--- config.mk ---
export PLATFORM = sky130hd
export DESIGN_NAME = atomic_uop_expander
export DESIGN_NICKNAME = d
export VERILOG_FILES = /design/src/rtl/amo_uop_pkg.sv /design/src/rtl/amo_seq_ctrl.sv /design/src/rtl/amo_slot_decode.sv /design/src/rtl/amo_sc_result.sv /design/src/rtl/atomic_uop_expander.sv
export SDC_FILE = /design/constraint.sdc
export NUM_CORES = 1
export LEC_CHECK = 0
export CAP_MARGIN = 25
export CORE_MARGIN = 2
export CORE_UTILIZATION = 29
export CTS_CLUSTER_DIAMETER = 150
export CTS_CLUSTER_SIZE = 25
export DETAILED_ROUTE_END_ITERATION = 12
export PLACE_DENSITY = 0.76
export SETUP_SLACK_MARGIN = 0.3
export SYNTH_ARGS = -nofsm -noshare
export SYNTH_HDL_FRONTEND = slang
export SYNTH_SLANG_ARGS = --single-unit
--- constraint.sdc ---
create_clock -name clk -period 1.4 [get_ports clk]
set_input_delay 0.14 -clock clk [delete_from_list [all_inputs] [get_ports clk]]
set_output_delay 0.14 -clock clk [all_outputs]
set_load 0.01 [all_outputs]
--- src/rtl/amo_uop_pkg.sv ---
package amo_uop_pkg;

  localparam int unsigned SEQ_MAX   = 3;
  localparam int unsigned SEQ_IDX_W = $clog2(SEQ_MAX);

  typedef enum logic [1:0] {
    CLS_LR  = 2'd0,
    CLS_SC  = 2'd1,
    CLS_RMW = 2'd2,
    CLS_RSV = 2'd3
  } amo_class_e;

  typedef enum logic [1:0] {
    SLOT_REL = 2'd0,
    SLOT_MEM = 2'd1,
    SLOT_ACQ = 2'd2,
    SLOT_NONE = 2'd3
  } slot_e;

  typedef struct packed {
    logic is_mem;
    logic first;
    logic last;
    logic barrier;
    logic dcommit;
    logic amo;
    logic load;
    logic store;
  } uop_flags_t;

endpackage

--- src/rtl/amo_seq_ctrl.sv ---
module amo_seq_ctrl
  import amo_uop_pkg::*;
#(
  parameter int unsigned PAYLOAD_W = 8
) (
  input  logic                 clk,
  input  logic                 rst,
  input  logic                 in_valid,
  output logic                 in_ready,
  input  logic [1:0]           in_cls,
  input  logic                 in_aq,
  input  logic                 in_rl,
  input  logic [PAYLOAD_W-1:0] in_payload,
  output logic                 busy,
  input  logic                 out_ready,
  output slot_e                cur_slot,
  output amo_class_e           cur_cls,
  output logic                 cur_aq,
  output logic                 cur_rl,
  output logic [PAYLOAD_W-1:0] cur_payload
);

  logic [SEQ_IDX_W-1:0] idx_q;
  logic [SEQ_IDX_W-1:0] last_idx;
  logic [SEQ_IDX_W-1:0] pos;
  logic                 accept;
  logic                 advance;
  logic                 at_end;

  assign accept   = in_valid && in_ready;
  assign advance  = busy && out_ready;
  assign last_idx = SEQ_IDX_W'(cur_aq) + SEQ_IDX_W'(cur_rl);
  assign at_end   = (idx_q == last_idx);
  assign in_ready = !busy;

  // Slot position: a run without a release fence starts at the memory slot.
  assign pos = idx_q + (cur_rl ? SEQ_IDX_W'(0) : SEQ_IDX_W'(1));

  always_comb begin
    case (pos)
      2'd0:    cur_slot = SLOT_REL;
      2'd1:    cur_slot = SLOT_MEM;
      2'd2:    cur_slot = SLOT_ACQ;
      default: cur_slot = SLOT_NONE;
    endcase
  end

  always_ff @(posedge clk) begin
    if (rst) begin
      busy        <= 1'b0;
      idx_q       <= '0;
      cur_aq      <= 1'b0;
      cur_rl      <= 1'b0;
      cur_cls     <= CLS_LR;
      cur_payload <= '0;
    end else if (accept) begin
      busy        <= 1'b1;
      idx_q       <= '0;
      cur_aq      <= in_aq;
      cur_rl      <= in_rl;
      cur_cls     <= amo_class_e'(in_cls);
      cur_payload <= in_payload;
    end else if (advance) begin
      if (at_end) begin
        busy  <= 1'b0;
        idx_q <= '0;
      end else begin
        idx_q <= idx_q + SEQ_IDX_W'(1);
      end
    end
  end

  // an accepted instruction produces a valid micro-op next cycle
  a_r8_accept_starts: assert property (@(posedge clk) disable iff (rst)
    accept |=> busy);

  // a stalled slot does not move
  a_r9_idx_hold: assert property (@(posedge clk) disable iff (rst)
    busy && !out_ready |=> busy && $stable(idx_q) && $stable(cur_payload));

  // the run ends after its final slot is taken
  a_r1_drain: assert property (@(posedge clk) disable iff (rst)
    advance && at_end |=> !busy);

  // reset clears the run
  a_r10_reset_idle: assert property (@(posedge clk)
    rst |=> !busy);

endmodule

--- src/rtl/amo_slot_decode.sv ---
module amo_slot_decode
  import amo_uop_pkg::*;
(
  input  slot_e      slot,
  input  amo_class_e cls,
  input  logic       aq,
  input  logic       rl,
  output uop_flags_t flags
);

  always_comb begin
    flags = '0;
    unique case (slot)
      SLOT_REL: begin
        flags.first   = 1'b1;
        flags.barrier = 1'b1;
        flags.dcommit = 1'b1;
      end
      SLOT_MEM: begin
        flags.is_mem  = 1'b1;
        flags.first   = !rl;
        flags.last    = !aq;
        flags.dcommit = aq;
        flags.load    = (cls == CLS_LR);
        flags.store   = (cls == CLS_SC);
        flags.amo     = (cls == CLS_RMW) || (cls == CLS_RSV);
      end
      SLOT_ACQ: begin
        flags.last    = 1'b1;
        flags.barrier = 1'b1;
      end
      default: flags = '0;
    endcase
  end

endmodule

--- src/rtl/amo_sc_result.sv ---
module amo_sc_result #(
  parameter int unsigned DATA_W = 64
) (
  input  logic              success,
  output logic [DATA_W-1:0] rd_value
);

  generate
    if (DATA_W == 1) begin : g_narrow
      assign rd_value = ~success;
    end else begin : g_wide
      assign rd_value = {{(DATA_W-1){1'b0}}, ~success};
    end
  endgenerate

endmodule

--- src/rtl/atomic_uop_expander.sv ---
module atomic_uop_expander
  import amo_uop_pkg::*;
#(
  parameter int unsigned PAYLOAD_W = 8,
  parameter int unsigned DATA_W    = 64
) (
  input  logic                 clk,
  input  logic                 rst,
  input  logic                 in_valid,
  output logic                 in_ready,
  input  logic [1:0]           in_cls,
  input  logic                 in_aq,
  input  logic                 in_rl,
  input  logic [PAYLOAD_W-1:0] in_payload,
  output logic                 out_valid,
  input  logic                 out_ready,
  output logic                 out_is_mem,
  output logic                 out_first,
  output logic                 out_last,
  output logic                 out_barrier,
  output logic                 out_dcommit,
  output logic                 out_amo,
  output logic                 out_load,
  output logic                 out_store,
  output logic [PAYLOAD_W-1:0] out_payload,
  input  logic                 sc_success,
  output logic [DATA_W-1:0]    sc_rd_value
);

  slot_e      cur_slot;
  amo_class_e cur_cls;
  logic       cur_aq;
  logic       cur_rl;
  uop_flags_t flags;

  amo_seq_ctrl #(.PAYLOAD_W(PAYLOAD_W)) u_ctrl (
    .clk         (clk),
    .rst         (rst),
    .in_valid    (in_valid),
    .in_ready    (in_ready),
    .in_cls      (in_cls),
    .in_aq       (in_aq),
    .in_rl       (in_rl),
    .in_payload  (in_payload),
    .busy        (out_valid),
    .out_ready   (out_ready),
    .cur_slot    (cur_slot),
    .cur_cls     (cur_cls),
    .cur_aq      (cur_aq),
    .cur_rl      (cur_rl),
    .cur_payload (out_payload)
  );

  amo_slot_decode u_dec (
    .slot  (cur_slot),
    .cls   (cur_cls),
    .aq    (cur_aq),
    .rl    (cur_rl),
    .flags (flags)
  );

  amo_sc_result #(.DATA_W(DATA_W)) u_sc (
    .success  (sc_success),
    .rd_value (sc_rd_value)
  );

  assign out_is_mem  = flags.is_mem;
  assign out_first   = flags.first;
  assign out_last    = flags.last;
  assign out_barrier = flags.barrier;
  assign out_dcommit = flags.dcommit;
  assign out_amo     = flags.amo;
  assign out_load    = flags.load;
  assign out_store   = flags.store;

  // a leading fence is a delayed-commit barrier
  a_r2_rel_fence: assert property (@(posedge clk) disable iff (rst)
    out_valid && !out_is_mem && out_first |-> out_barrier && out_dcommit && !out_last);

  // a trailing fence closes the run
  a_r5_acq_fence: assert property (@(posedge clk) disable iff (rst)
    out_valid && !out_is_mem && !out_first |-> out_last && out_barrier && !out_dcommit);

  // the memory micro-op is either last or delayed-commit
  a_r4_mem_tail: assert property (@(posedge clk) disable iff (rst)
    out_valid && out_is_mem |-> (out_last != out_dcommit) && !out_barrier);

  // exactly one access class on memory, none on fences
  a_r6_class: assert property (@(posedge clk) disable iff (rst)
    out_valid |-> (out_is_mem ? $countones({out_amo, out_load, out_store}) == 1
                              : {out_amo, out_load, out_store} == 3'b000));

  // a first-and-last micro-op can only be the lone memory op
  a_r11_single: assert property (@(posedge clk) disable iff (rst)
    out_valid && out_first && out_last |-> out_is_mem);

  // stalled outputs hold
  a_r9_out_stable: assert property (@(posedge clk) disable iff (rst)
    out_valid && !out_ready |=> out_valid && $stable(flags) && $stable(out_payload));

  // last taken closes the run
  a_r1_end: assert property (@(posedge clk) disable iff (rst)
    out_valid && out_ready && out_last |=> !out_valid && in_ready);

endmodule

==> results of run 1 <==
[power by group through the flow]
stage                     logic, W  registers, W  clock network (W)
final                     0.000485      0.000474           0.000354
after global routing      0.000536      0.000478           0.000388
after CTS                 0.000455      0.000473           0.000373
after detailed placement  0.000431      0.000482                  0
after global placement    0.000423      0.000481                  0
after floorplan           0.000360      0.000489                  0
[path summary, 6_finish.rpt]
kind / slack [ps] / start / cells after the start / end
setup / recovery: -390 / u_ctrl.cur_rl / 7 / out_barrier
hold / removal: 440 / in_payload[1] / 3 / u_ctrl.cur_payload[1]
setup reg to reg: -90 / u_ctrl.cur_rl / 7 / u_ctrl.idx_q[0]
hold reg to reg: 450 / u_ctrl.cur_payload[5] / 2 / u_ctrl.cur_payload[5]
[timing repair]
action	CTS	global route
pin swaps	8	6
hold endpoints to repair	0	0
endpoints found under the setup margin	34	19
setup buffers	8	3
gates resized for setup	60	6
[worst min-delay path, delay by kind of cell]
kind	cells	cell delay, ps
AO/OA/AOI/OAI	1	50
AND/OR/NAND/NOR	1	50
buffers and inverters	1	390
[cell usage in the layout (no fill, tap or decap), types with 3 or more instances in the layout]
master | Yosys | layout
buf_4 | 65 | 12
dfxtp_1 | 15 | 11
conb_1 | 1 | 63
a21oi_1 | 14 | 12
nor2_1 | 3 | 3
ha_4 | 0 | 6
buf_2 | 0 | 6
nand2_1 | 25 | 25
clkdlybuf4s50_1 | 0 | 16
dlygate4sd2_1 | 0 | 10
dfxtp_2 | 0 | 3
clkbuf_8 | 0 | 3
xor2_1 | 4 | 4
buf_6 | 0 | 7
inv_1 | 6 | 4
[sequential cells by signal, summed over array words and instances, names as in the netlist]
name / cells
u_ctrl.busy: 1
u_ctrl.idx_q: 2
u_ctrl.cur_payload: 8
u_ctrl.cur_rl: 1
u_ctrl.cur_cls: 2
u_ctrl.cur_aq: 1
[logic make-up after synthesis]
logic type | after synthesis | share of synthesized area
buf+inv | 72 | 0.429
simple gates | 40 | 0.153
compound gates | 15 | 0.0648
flops | 15 | 0.251
fa+ha+maj | 6 | 0.0627
xor+xnor | 5 | 0.0366
other cells | 1 | 0.00313
[routing by layer]
layer,part of all wire,wire (um)
met1,0.36,884
met2,0.56,1390
met3,0.077,192
met4,0.0068,17
met5,0,0
[through the flow]
| stage | power (W) | utilization | cell area (sq um) | setup slack (ps) |
|---|---|---|---|---|
| after floorplan | 0.000849 | - | 1500 | 17.7 |
| after global placement | 0.000904 | 0.370 | 1480 | -412 |
| after detailed placement | 0.000913 | 0.370 | 1480 | -455 |
| after CTS | 0.00130 | 0.406 | 1620 | -386 |
| after global routing | 0.00140 | 0.418 | 1670 | -465 |
| final | 0.00131 | 0.418 | 1670 | -390 |
[cell type report]
cell class | instances | area [sq um] | area share
Multi-Input combinational cell | 129 | 751 | 0.449
Timing Repair Buffer | 53 | 477 | 0.285
Sequential cell | 15 | 308 | 0.184
Tap cell | 50 | 62.6 | 0.0375
Clock buffer | 3 | 41.3 | 0.0247
Inverter | 6 | 26.3 | 0.0157
Clock inverter | 1 | 5.00 | 0.00300
==> run metrics, run 1 <==
Yosys top cell by area=buf_4; TritonCTS clock tree=done; Area contributors post-synth=buf_4 41%, dfxtp_1 25%, nand2_1 7.8%; busiest grt layer=met2; upper clock frequency limit=approximately 560 MHz; pin count of the biggest net entering global routing=13; fraction of the yosys area taken by sequential cells=0.251; count of input and output buffers=35; number of buffers inserted for hold repair after clock tree synthesis=0; proportion of power drawn by flip-flops and latches=0.361; leading register cell type out of synthesis=dfxtp_1; Cells after DPL=242; synthesized area=1200 sq um; worst vdd rail ir drop=0.339 mV; post-synthesis cell type count=22; met3 Track Usage GR=0.0197; period utilisation layout=1.28; I/O pin total=99; Initial Utilization=0.299; CP Launch Type=flop; via count of the first global-routing pass=836; worst setup skew after layout=1.67 ps; met1 Usage GRT=0.0969; GR met2 Demand/Resource=0.221; non-filler instance count after layout=around 260; most common library cells after synthesis=65 x buf_4, 25 x nand2_1, 15 x dfxtp_1, 14 x a21oi_1; number of cell rows=23; Cells after Synth=154; number of nets at the end of the flow=231; area overhead of the layout relative to synthesis=39.5%; final setup violating endpoints=11; clock insertion delay at the later pin of the skew report=around 240 ps; initial antenna violation count=0; Max H-tree Level=1; number of buffers created by CTS=3; First DRT Iteration DRCs=3; Slowest cell on crit path=dfxtp_2; proportion of power drawn by the clock network=0.270; YS warnings=0; top-area cell type share of the netlist area=0.408; GR Overflow Total=0; MaxCap Viol Count=0; count of filler cells inserted in the layout=421; cell area power density=786 nW/um^2; GP Congestion=0.769; series of cell instances along the critical path=inv_2 -> ha_4 -> clkinvlp_4 -> buf_6 -> ha_4 -> or2_4 -> buf_6; total iterations of the first detailed-routing run=2; combinational share of power=0.369; path type of the worst min-delay path=input pin to flop; Worst Setup Path Type=flop to primary output; area of the core region=4000 sq um; fraction of registers with async set or reset after synthesis=0; total wire length after detailed routing=approximately 2.5 mm; Die Span X=68.3 um; vertical extent of the die=68.3 um; Pint=~0.00088 W; placed wire-length estimate after detailed placement=1.81 mm; wire length per cell after detailed routing=9.68 um; clock root buffer=clkbuf_8; Synth Register Bits=15; Final min period=1790 ps; CTS Buffer Depth=2; largest stage delay on the critical path=330 ps; Routed Antenna Nets=0; Arr. time, crit path=between 1500 and 2000 ps; CP max FO=3; failing checks=setup timing; sinks on the clock net=15; Worst Path Buf+Inv=4; proportion of total power due to net switching=0.327; Max Transition Viols Final=0; total routing resource utilization after global routing=0.106; RSZ-0062 raised after global routing=true; Top Family by Delay on Critical Path=adder cells; clock-pin slew on the worst setup and hold paths=60 ps; WP data required=1260 ps; full die area=4660 sq um; leakage=0.824 nW; share of cells above drive strength 1=0.246; Antenna Diode Count=0; # DRC=0; Final Hold Viols=0; kind of end point of the critical path=primary output; global-route wire length before repair=3.62 mm; most frequent cell after synthesis=buf_4; switching power=0.000429 W; final-layout worst hold slack=436 ps; total negative slack for setup checks=-2790 ps; Setup WS post-layout=-390 ps; outcome=finished, violations left; Post-synth EDFFs=0; synthesized area per cell=7.78 sq um; total number of vias=roughly 940; vias per inst=3.67
No activity file was read; power rests on OpenSTA's default activity.
==> inputs of run 2 (changes only) <==
--- a/config.mk
+++ b/config.mk
@@ -8,9 +8,10 @@
 export CAP_MARGIN = 25
 export CORE_MARGIN = 2
 export CORE_UTILIZATION = 29
-export CTS_CLUSTER_DIAMETER = 150
+export CTS_CLUSTER_DIAMETER = 60
 export CTS_CLUSTER_SIZE = 25
 export DETAILED_ROUTE_END_ITERATION = 12
+export HOLD_SLACK_MARGIN = 0.15
 export PLACE_DENSITY = 0.76
 export SETUP_SLACK_MARGIN = 0.3
 export SYNTH_ARGS = -nofsm -noshare
==> results of run 2 <==
The final DEF is identical to that of run 1; final timing and power are the same.
==> inputs of run 3 (changes only) <==
--- a/config.mk
+++ b/config.mk
@@ -14,6 +14,7 @@
 export HOLD_SLACK_MARGIN = 0.15
 export PLACE_DENSITY = 0.76
 export SETUP_SLACK_MARGIN = 0.3
+export SKIP_CTS_REPAIR_TIMING = 1
 export SYNTH_ARGS = -nofsm -noshare
 export SYNTH_HDL_FRONTEND = slang
 export SYNTH_SLANG_ARGS = --single-unit
==> run metrics, run 3 (same netlist as run 1, synthesis figures left out) <==
TritonCTS clock tree=done; Most flops, register=u_ctrl.cur_payload; total routing resource utilization after global routing=0.0931; outcome=finished, violations left; clock root buffer=clkbuf_8; worst setup skew after layout=~1.8 ps; CP max FO=3; library cell appearing most often on the critical path=ha_4; CTS Buffer Depth=2; final design instance area without fill=1670 sq um; sinks on the clock net=15; vertical extent of the die=just under 70 um; Initial Utilization=0.299; kind of end point of the critical path=primary output; register area=305 sq um; clock-pin slew on the worst setup and hold paths=60 ps; Worst Setup Path Type=flop to primary output; Final Hold Viols=0; via count of the first global-routing pass=735; uppermost layer routed=met4; number of cell rows=23; upper clock frequency limit=560 MHz; MaxCap Viol Count=0; share of cells above drive strength 1=0.229; placed wire-length estimate after detailed placement=roughly 1.8 mm; # DRC=0; largest stage delay on the critical path=330 ps; non-filler instance count after layout=251; clock insertion delay at the later pin of the skew report=240 ps; initial antenna violation count=0; sum of routed wire segments on met1=873 um; Max Transition Viols Final=0; met2 WL post-DR=approximately 1.3 mm; total iterations of the first detailed-routing run=4; total number of vias=932; Multi-input gate area=763 sq um; series of cell instances along the critical path=inv_2 -> ha_4 -> clkinvlp_4 -> ha_4 -> or2_4 -> buf_6; pin count of the biggest net entering global routing=13; CP Launch Type=flop; path type of the worst min-delay path=input pin to flop; failing checks=setup timing; Cells after DPL=242; period utilisation layout=1.28; full die area=about 4700 sq um; WP data required=1260 ps; worst vdd rail ir drop=0.345 mV; First DRT Iteration DRCs=5; Antenna Diode Count=0; area overhead of the layout relative to synthesis=39.2%; most used cells in the layout excluding fill and tap cells=63 x conb_1, 25 x nand2_1, 15 x clkdlybuf4s50_1; GR Overflow Total=0; final-layout worst hold slack=251 ps; vias per inst=approximately 3.7; leading cell type in the layout, fill and taps excluded=conb_1; global-route wire length before repair=~3.2 mm; register-to-register path setup slack=-50 ps; count of input and output buffers=35; RSZ-0062 raised after global routing=true; final core utilization=0.417; final setup violating endpoints=11; number of nets at the end of the flow=about 230; total met3 wirelength after detailed routing=~200 um; largest registers in the final layout=u_ctrl.cur_payload x8, u_ctrl.cur_cls x2, u_ctrl.idx_q x2; Die Span X=68.3 um; number of flip-flops in the largest register=8; number of buffers created by CTS=3; area of the core region=4000 sq um; placed cell area=1480 sq um; I/O pin total=99; Max H-tree Level=1; cell area power density=773 nW/um^2; count of filler cells inserted in the layout=421; Final min period=1790 ps; Setup WS post-layout=-385 ps; Arr. time, crit path=1650 ps; leakage=roughly 0.93 nW; wire length per cell after detailed routing=9.49 um; Slowest cell on crit path=dfxtp_2; Routed Antenna Nets=0; GP Congestion=0.769; total wire length after detailed routing=2.38 mm
[run 3: area by class of cell]
class | count | share of cell area
Clock inverter | 1 | 0.00300
Inverter | 6 | 0.0158
Tap cell | 50 | 0.0375
Sequential cell | 15 | 0.183
Timing Repair Buffer | 47 | 0.278
Multi-Input combinational cell | 129 | 0.458
Clock buffer | 3 | 0.0248
[run 3: worst paths after layout]
| kind | startpoint | end | cells after the start |
|---|---|---|---|
| setup / recovery | u_ctrl.cur_rl | out_barrier | 6 |
| hold / removal | in_valid | u_ctrl.busy | 3 |
| setup reg to reg | u_ctrl.cur_rl | u_ctrl.idx_q[1] | 6 |
| hold reg to reg | u_ctrl.cur_payload[5] | u_ctrl.cur_payload[5] | 2 |
[run 3: worst max-delay path: cells and delay by family, from the launching register on]
| kind | cells | cell delay, ps |
|---|---|---|
| adder cells (fa/ha/maj) | 2 | 490 |
| buffers and inverters | 3 | 330 |
| flip-flops | 1 | 330 |
| AND/OR/NAND/NOR | 1 | 240 |
[run 3: per-layer routing]
layer,vias to the layer above,GRT usage
met5,-,0
met4,0,0.0450
met3,2,0.0197
met2,58,0.175
met1,426,0.0969
li1,446,-
[run 3: where the power goes]
| group | switching, W | internal [W] | total [W] |
|---|---|---|---|
| Combinational | 0.000243 | 0.000218 | 0.000461 |
| Sequential | 0.0000206 | 0.000454 | 0.000474 |
| Clock | 0.000156 | 0.000197 | 0.000353 |
[run 3: metrics by stage]
stage                     setup WS, ps  setup TNS, ps  power [W]
after detailed placement          -455          -3140   0.000913
after floorplan                   17.7              0   0.000849
final                             -385          -2500    0.00129
after CTS                         -729          -5330    0.00128
after global placement            -412          -2840   0.000904
after global routing              -452          -3180    0.00138
